### src/rtl/jrx_pkg.sv
`timescale 1ns/1ps
package jrx_pkg;
  localparam int LINK_W_DEF  = 32;
  localparam int CONT_W_DEF  = 16;
  localparam int RES_W_DEF   = 12;
  localparam int SEED_OCTETS = 8;
  localparam int OCTET_W     = 8;
endpackage

### src/rtl/jrx_phase.sv
`timescale 1ns/1ps
module jrx_phase #(
  parameter int HALVES = 2,
  localparam int SEL_W = (HALVES > 1) ? $clog2(HALVES) : 1
) (
  input  logic             clk,
  input  logic             rst,
  input  logic             run,
  output logic [SEL_W-1:0] sel
);
  always_ff @(posedge clk) begin
    if (rst || !run) begin
      sel <= '0;
    end else if (sel == SEL_W'(HALVES - 1)) begin
      sel <= '0;
    end else begin
      sel <= sel + 1'b1;
    end
  end
endmodule

### src/rtl/jrx_seed_gate.sv
`timescale 1ns/1ps
module jrx_seed_gate #(
  parameter bit SKIP_EN = 1'b0,
  parameter int SKIP_N  = 4,
  localparam int CNT_W  = $clog2(SKIP_N + 1)
) (
  input  logic clk,
  input  logic rst,
  input  logic run,
  output logic pass
);
  logic [CNT_W-1:0] taken;

  always_ff @(posedge clk) begin
    if (rst || !run) begin
      taken <= '0;
    end else if (taken < CNT_W'(SKIP_N)) begin
      taken <= taken + 1'b1;
    end
  end

  assign pass = run && (!SKIP_EN || (taken == CNT_W'(SKIP_N)));
endmodule

### src/rtl/jrx_deframer.sv
`timescale 1ns/1ps
module jrx_deframer #(
  parameter int LINK_W   = jrx_pkg::LINK_W_DEF,
  parameter int CONT_W   = jrx_pkg::CONT_W_DEF,
  parameter int RES_W    = jrx_pkg::RES_W_DEF,
  parameter bit SKIP_SEED = 1'b0,
  localparam int TAIL_W  = CONT_W - RES_W,
  localparam int HALVES  = LINK_W / CONT_W,
  localparam int SEL_W   = (HALVES > 1) ? $clog2(HALVES) : 1,
  localparam int SKIP_N  = (jrx_pkg::SEED_OCTETS * jrx_pkg::OCTET_W) / CONT_W
) (
  input  logic              clk,
  input  logic              rst,
  input  logic              lnk_vld,
  input  logic [LINK_W-1:0] lnk_word,
  output logic              lnk_rdy,
  output logic              smp_vld,
  output logic [RES_W-1:0]  smp_data,
  output logic [TAIL_W-1:0] smp_tail
);
  logic [SEL_W-1:0]  sel;
  logic              pass;
  logic [CONT_W-1:0] cont;
  logic [CONT_W-1:0] lanes [HALVES];

  jrx_phase #(.HALVES(HALVES)) u_phase (
    .clk(clk), .rst(rst), .run(lnk_vld), .sel(sel)
  );

  jrx_seed_gate #(.SKIP_EN(SKIP_SEED), .SKIP_N(SKIP_N)) u_gate (
    .clk(clk), .rst(rst), .run(lnk_vld), .pass(pass)
  );

  for (genvar h = 0; h < HALVES; h++) begin : g_lane
    assign lanes[h] = lnk_word[h*CONT_W +: CONT_W];
  end

  always_comb begin
    cont = lanes[0];
    for (int h = 1; h < HALVES; h++) begin
      if (sel == SEL_W'(h)) cont = lanes[h];
    end
  end

  always_ff @(posedge clk) begin
    if (rst) begin
      lnk_rdy  <= 1'b0;
      smp_vld  <= 1'b0;
      smp_data <= '0;
      smp_tail <= '0;
    end else begin
      lnk_rdy <= 1'b1;
      smp_vld <= pass;
      if (lnk_vld) begin
        smp_data <= cont[CONT_W-1:TAIL_W];
        smp_tail <= cont[TAIL_W-1:0];
      end
    end
  end
endmodule

### config.mk
export PLATFORM = sky130hd
export DESIGN_NAME = jrx_deframer
export DESIGN_NICKNAME = d
export VERILOG_FILES = /design/src/rtl/jrx_pkg.sv /design/src/rtl/jrx_phase.sv /design/src/rtl/jrx_seed_gate.sv /design/src/rtl/jrx_deframer.sv
export SDC_FILE = /design/constraint.sdc
export NUM_CORES = 1
export LEC_CHECK = 0
export ABC_AREA = 1
export BUFFER_PORTS_ARGS = -buffer_cell sky130_fd_sc_hd__buf_4
export CORE_ASPECT_RATIO = 1.5
export CORE_MARGIN = 2
export CORE_UTILIZATION = 43
export DETAILED_ROUTE_END_ITERATION = 7
export PLACE_DENSITY = 0.85
export SETUP_SLACK_MARGIN = 0.05
export SYNTH_ARGS = -nofsm -noshare
export SYNTH_HDL_FRONTEND = slang
export SYNTH_HIERARCHICAL = 1
export SYNTH_SLANG_ARGS = --single-unit
### constraint.sdc
create_clock -name clk -period 1.2 [get_ports clk]
set_input_delay 0.12 -clock clk [delete_from_list [all_inputs] [get_ports clk]]
set_output_delay 0.12 -clock clk [all_outputs]
set_load 0.1 [all_outputs]
==> reports/qor_table.md <==
| Stage | Item | This run |
|:---|:---|:---|
| synthesis | Combined area of all synthesized cells | 968 um2 |
| clock tree | Number of levels the H-tree was split into | 1 |
| die | DIE AREA | 2660 um2 |
| power and ir drop | Switching part of the total power | 40.3% |
| routing | Via count | 1,017 |
| setup path | Maximum fanout count along the critical path | 2 |
| placed design | Worst slack, placed | 285 ps |
| power and ir drop | Proportion of power drawn by flip-flops and latches | 42.4% |
| routing | Via-per-instance ratio | 4.64 |
| setup path | R2r setup slk | 250 ps |
| clock tree | CTS clock-pin slew for the worst setup and hold paths | 110 ps |
| layout | Antenna Diode Count | 0 |
| placed design | Total half-perimeter wirelength after legalization and detailed placement | 1.74 mm |
| routing | Antenna viol nets, final | 0 |
| die | Number of top-level design ports | 53 |
| synthesis | Synthesized Nets | 182 |
| global route | Busiest grt layer | met2 |
| clock tree | Post CTS Setup Buffer Count | 0 |
| setup path | Max incr delay on CP | 350 ps |
| clock tree | Clock Latency Late Sink | 290 ps |
| global route | Fraction of met2 tracks used by global routing | 31.4% |
| clock tree | Root Buffer | sky130_fd_sc_hd__clkbuf_4 |
| clock tree | TritonCTS clock tree | yes |
| sta | Final critical-path required period | 1050 ps |
| synthesis | Syn. warnings | 6 |
| run status | Run status | complete, no violations |
| synthesis | Largest cells by area after synthesis | sky130_fd_sc_hd__dfxtp_1 39%, sky130_fd_sc_hd__nand2_1 15%, sky130_fd_sc_hd__nor2_1 13%, sky130_fd_sc_hd__nand3_1 8.3%, sky130_fd_sc_hd__inv_1 7.4% |
| synthesis | Average size of a mapped cell | 6.59 um2 |
| global route | Global-route usage over all layers | 18.2% |
| synthesis | Number of synthesized register bits | 19 |
| setup path | Required time of the critical path | 1080 ps |
| synthesis | Number of library cell types mapped by synthesis | 12 |
| layout | Fill cell total of the finished layout | 207 |
| global route | Total grt overflow | 0 |
| global route | GRT met3 Usage | 1.74% |
| synthesis | Part of the Yosys area used for sequential elements | 39.3% |
| power and ir drop | Worst IR Drop VDD | 0.000704 V |
| routing | DR iter-0 viols | 23 |
| synthesis | Most frequent cell after synthesis | sky130_fd_sc_hd__nand2_1 |
| clock tree | Clock tree buffer depth | 2 |
| power and ir drop | Clock power share | 19.2% |
| placed design | Port buffer count | 52 |
| setup path | Category of the worst setup path launch point | flip-flop |
| setup path | Endpoint arrival time on the critical path | 930 ps |
| sta | Final Max Tran Viols | 0 |
| synthesis | Most instantiated flip-flop cell in the synthesis netlist | sky130_fd_sc_hd__dfxtp_1 |
| die | Die boundary height | 62.1 um |
| sta | Final Worst Setup Slack | 148 ps |
| sta | Headroom to the max-slew limit | 78.3% |
| sta | Clock tree skew after final layout | 6.33 ps |
| routing | Pre-antenna DRT Iters | 4 |
| clock tree | Quantity of hold-fixing buffers added after cts | 0 |
| sta | Setup TNS | 0 ps |
| setup path | Path type of the worst setup path | reg -> out |
| synthesis | Number of enable-type register cells in the synthesized netlist | 0 |
| synthesis | Commonest cells in the synthesized netlist | 39 x sky130_fd_sc_hd__nand2_1, 33 x sky130_fd_sc_hd__nor2_1, 19 x sky130_fd_sc_hd__dfxtp_1, 19 x sky130_fd_sc_hd__inv_1, 16 x sky130_fd_sc_hd__nand3_1 |
| hold path | Hold Crit Class | in -> reg |
| power and ir drop | Sw Pwr | 0.675 mW |
| global route | First-pass GRT wire length | 3.86 mm |
| die | Number of cell rows | 21 |
| routing | Final wirelength | 2.31 mm |
| synthesis | Post-synth top area cell | sky130_fd_sc_hd__dfxtp_1 |
| setup path | Cell type group with the largest total delay on the critical path | flip-flops |
| layout | Post-layout nets | 232 |
| sta | Highest Clock Rate | 950 MHz |
| placed design | Routability cong. | 0.813 |
| power and ir drop | Internal cell power | 1.00 mW |
| global route | GRT met1 Usage | 21.1% |
| global route | Via count of the first global-routing pass | 942 |
| power and ir drop | Combinational group share of total power | 38.4% |
| global route | Antenna violations before repair | 0 |
| clock tree | Number of sinks handled by clock tree synthesis | 19 |
| setup path | Number of buffers and inverters on the critical path | 1 |
| die | Effective utilization at floorplan | 44.4% |
| setup path | Nature of the critical path endpoint | primary output |
| routing | DRC viols | 0 |
| sta | Final count of hold timing violations | 0 |
| die | Core ar. | 2180 um2 |
| synthesis | Fraction of post-synthesis cell area in the top cell type by area | 39.3% |
| sta | Setup violators final | 0 |
| clock tree | Number of buffers added by the clock tree synthesis step | 3 |
| layout | Relative area change from synthesis to final layout | 40.4% |
| global route | Largest net degree at the start of global routing | 35 |
| sta | Actual slew at the worst max-slew pin | 325 ps |
| synthesis | Post-synthesis cell count | 147 |
| routing | Wirelength per Cell | 10.5 um |
| synthesis | Async set or reset register ratio after synthesis | 0% |
| sta | Setup repair after global routing missed its margin | no |
| setup path | Ordered list of cells on the worst path | buf_4 |
| die | Die outline width | 42.8 um |
| power and ir drop | Leakage | 0.793 nW |
| power and ir drop | Power per cell area | 1230 nW/um2 |
| clock tree | Post-CTS sizing | 0 |
| setup path | Slowest CP cell | sky130_fd_sc_hd__dfxtp_2 |
| flow run | Number of max-cap violations | 0 |
| layout | Share of post-route cells with drive strength above 1 | 43.4% |
| sta | Portion of the clock cycle consumed by the worst path in the final layout | 87.7% |
## placed cells by master (no fill, tap or decap)
cell type / netlist / routed
sky130_fd_sc_hd__inv_6: 1 / 1
sky130_fd_sc_hd__nor2_1: 33 / 33
sky130_fd_sc_hd__nand3_1: 16 / 16
sky130_fd_sc_hd__nand2_2: 10 / 10
sky130_fd_sc_hd__inv_1: 19 / 19
sky130_fd_sc_hd__nor2_2: 1 / 1
sky130_fd_sc_hd__dfxtp_2: 0 / 16
sky130_fd_sc_hd__buf_4: 4 / 54
sky130_fd_sc_hd__dfxtp_1: 19 / 3
sky130_fd_sc_hd__nand2_1: 39 / 39
sky130_fd_sc_hd__clkbuf_1: 0 / 1
sky130_fd_sc_hd__clkbuf_4: 0 / 3
## cell families after synthesis
group	count (synthesis)	synth area share, %
buffers and inverters	29	17.4
flip-flops	19	39.3
AND/OR/NAND/NOR	99	43.3
## worst reg2reg max path: cells and delay by family (launching register included)
family	cells	cell delay [ps]
simple gates	3	190
flops	1	450
buf+inv	2	250
## state kept, by name, indices dropped and copies added (netlist names)
name,cells
lnk_rdy,1
smp_data,12
smp_tail,4
smp_vld,1
u_phase/sel,1
## power by group through the flow
stage          sequential, mW  combinational [mW]  clock, mW
3_5_place_dp            0.724               0.645          0
6_report                0.710               0.643      0.321
5_1_grt                 0.716               0.682      0.358
3_3_place_gp            0.722               0.634          0
4_1_cts                 0.710               0.647      0.335
2_1_floorplan            1.04               0.169          0
## routing by layer
layer	vias to the layer above	part of all wire (%)
met3	4	5.1
met1	453	40
met4	0	1.8
li1	527	-
met2	33	53
met5	-	0
## worst paths after layout
check | startpoint | to | cells after the start
min | rst | lnk_rdy$_DFF_P_ | 2
max reg2reg | u_phase/sel$_SDFF_PP0_ | smp_data[2]$_SDFFE_PP0P_ | 5
min reg2reg | smp_data[7]$_SDFFE_PP0P_ | smp_data[7]$_SDFFE_PP0P_ | 4
max | smp_data[8]$_SDFFE_PP0P_ | smp_data[8] | 1
## through the flow
stage | hold slack [ps] | util, % | std cells | total power [mW] | cell area (um2)
after floorplan | 255 | - | 147 | 1.21 | 988
after global placement | 399 | 61.2 | 215 | 1.36 | 1330
after detailed placement | 402 | 61.2 | 215 | 1.37 | 1330
after CTS | 88.9 | 62.4 | 219 | 1.69 | 1360
after global routing | 99.1 | 62.4 | 219 | 1.76 | 1360
final | 94.9 | 62.4 | 219 | 1.67 | 1360
## final cells by class
type                    count  area [um2]  share of cell area [%]
multi-input cells          99         419                    30.8
repair buffers             54         405                    29.8
flip-flops and latches     19         400                    29.4
inverters                  20        80.1                    5.89
well taps                  23        28.8                    2.12
clock buffers               4        26.3                    1.93
No activity file was read; power rests on OpenSTA's default activity.
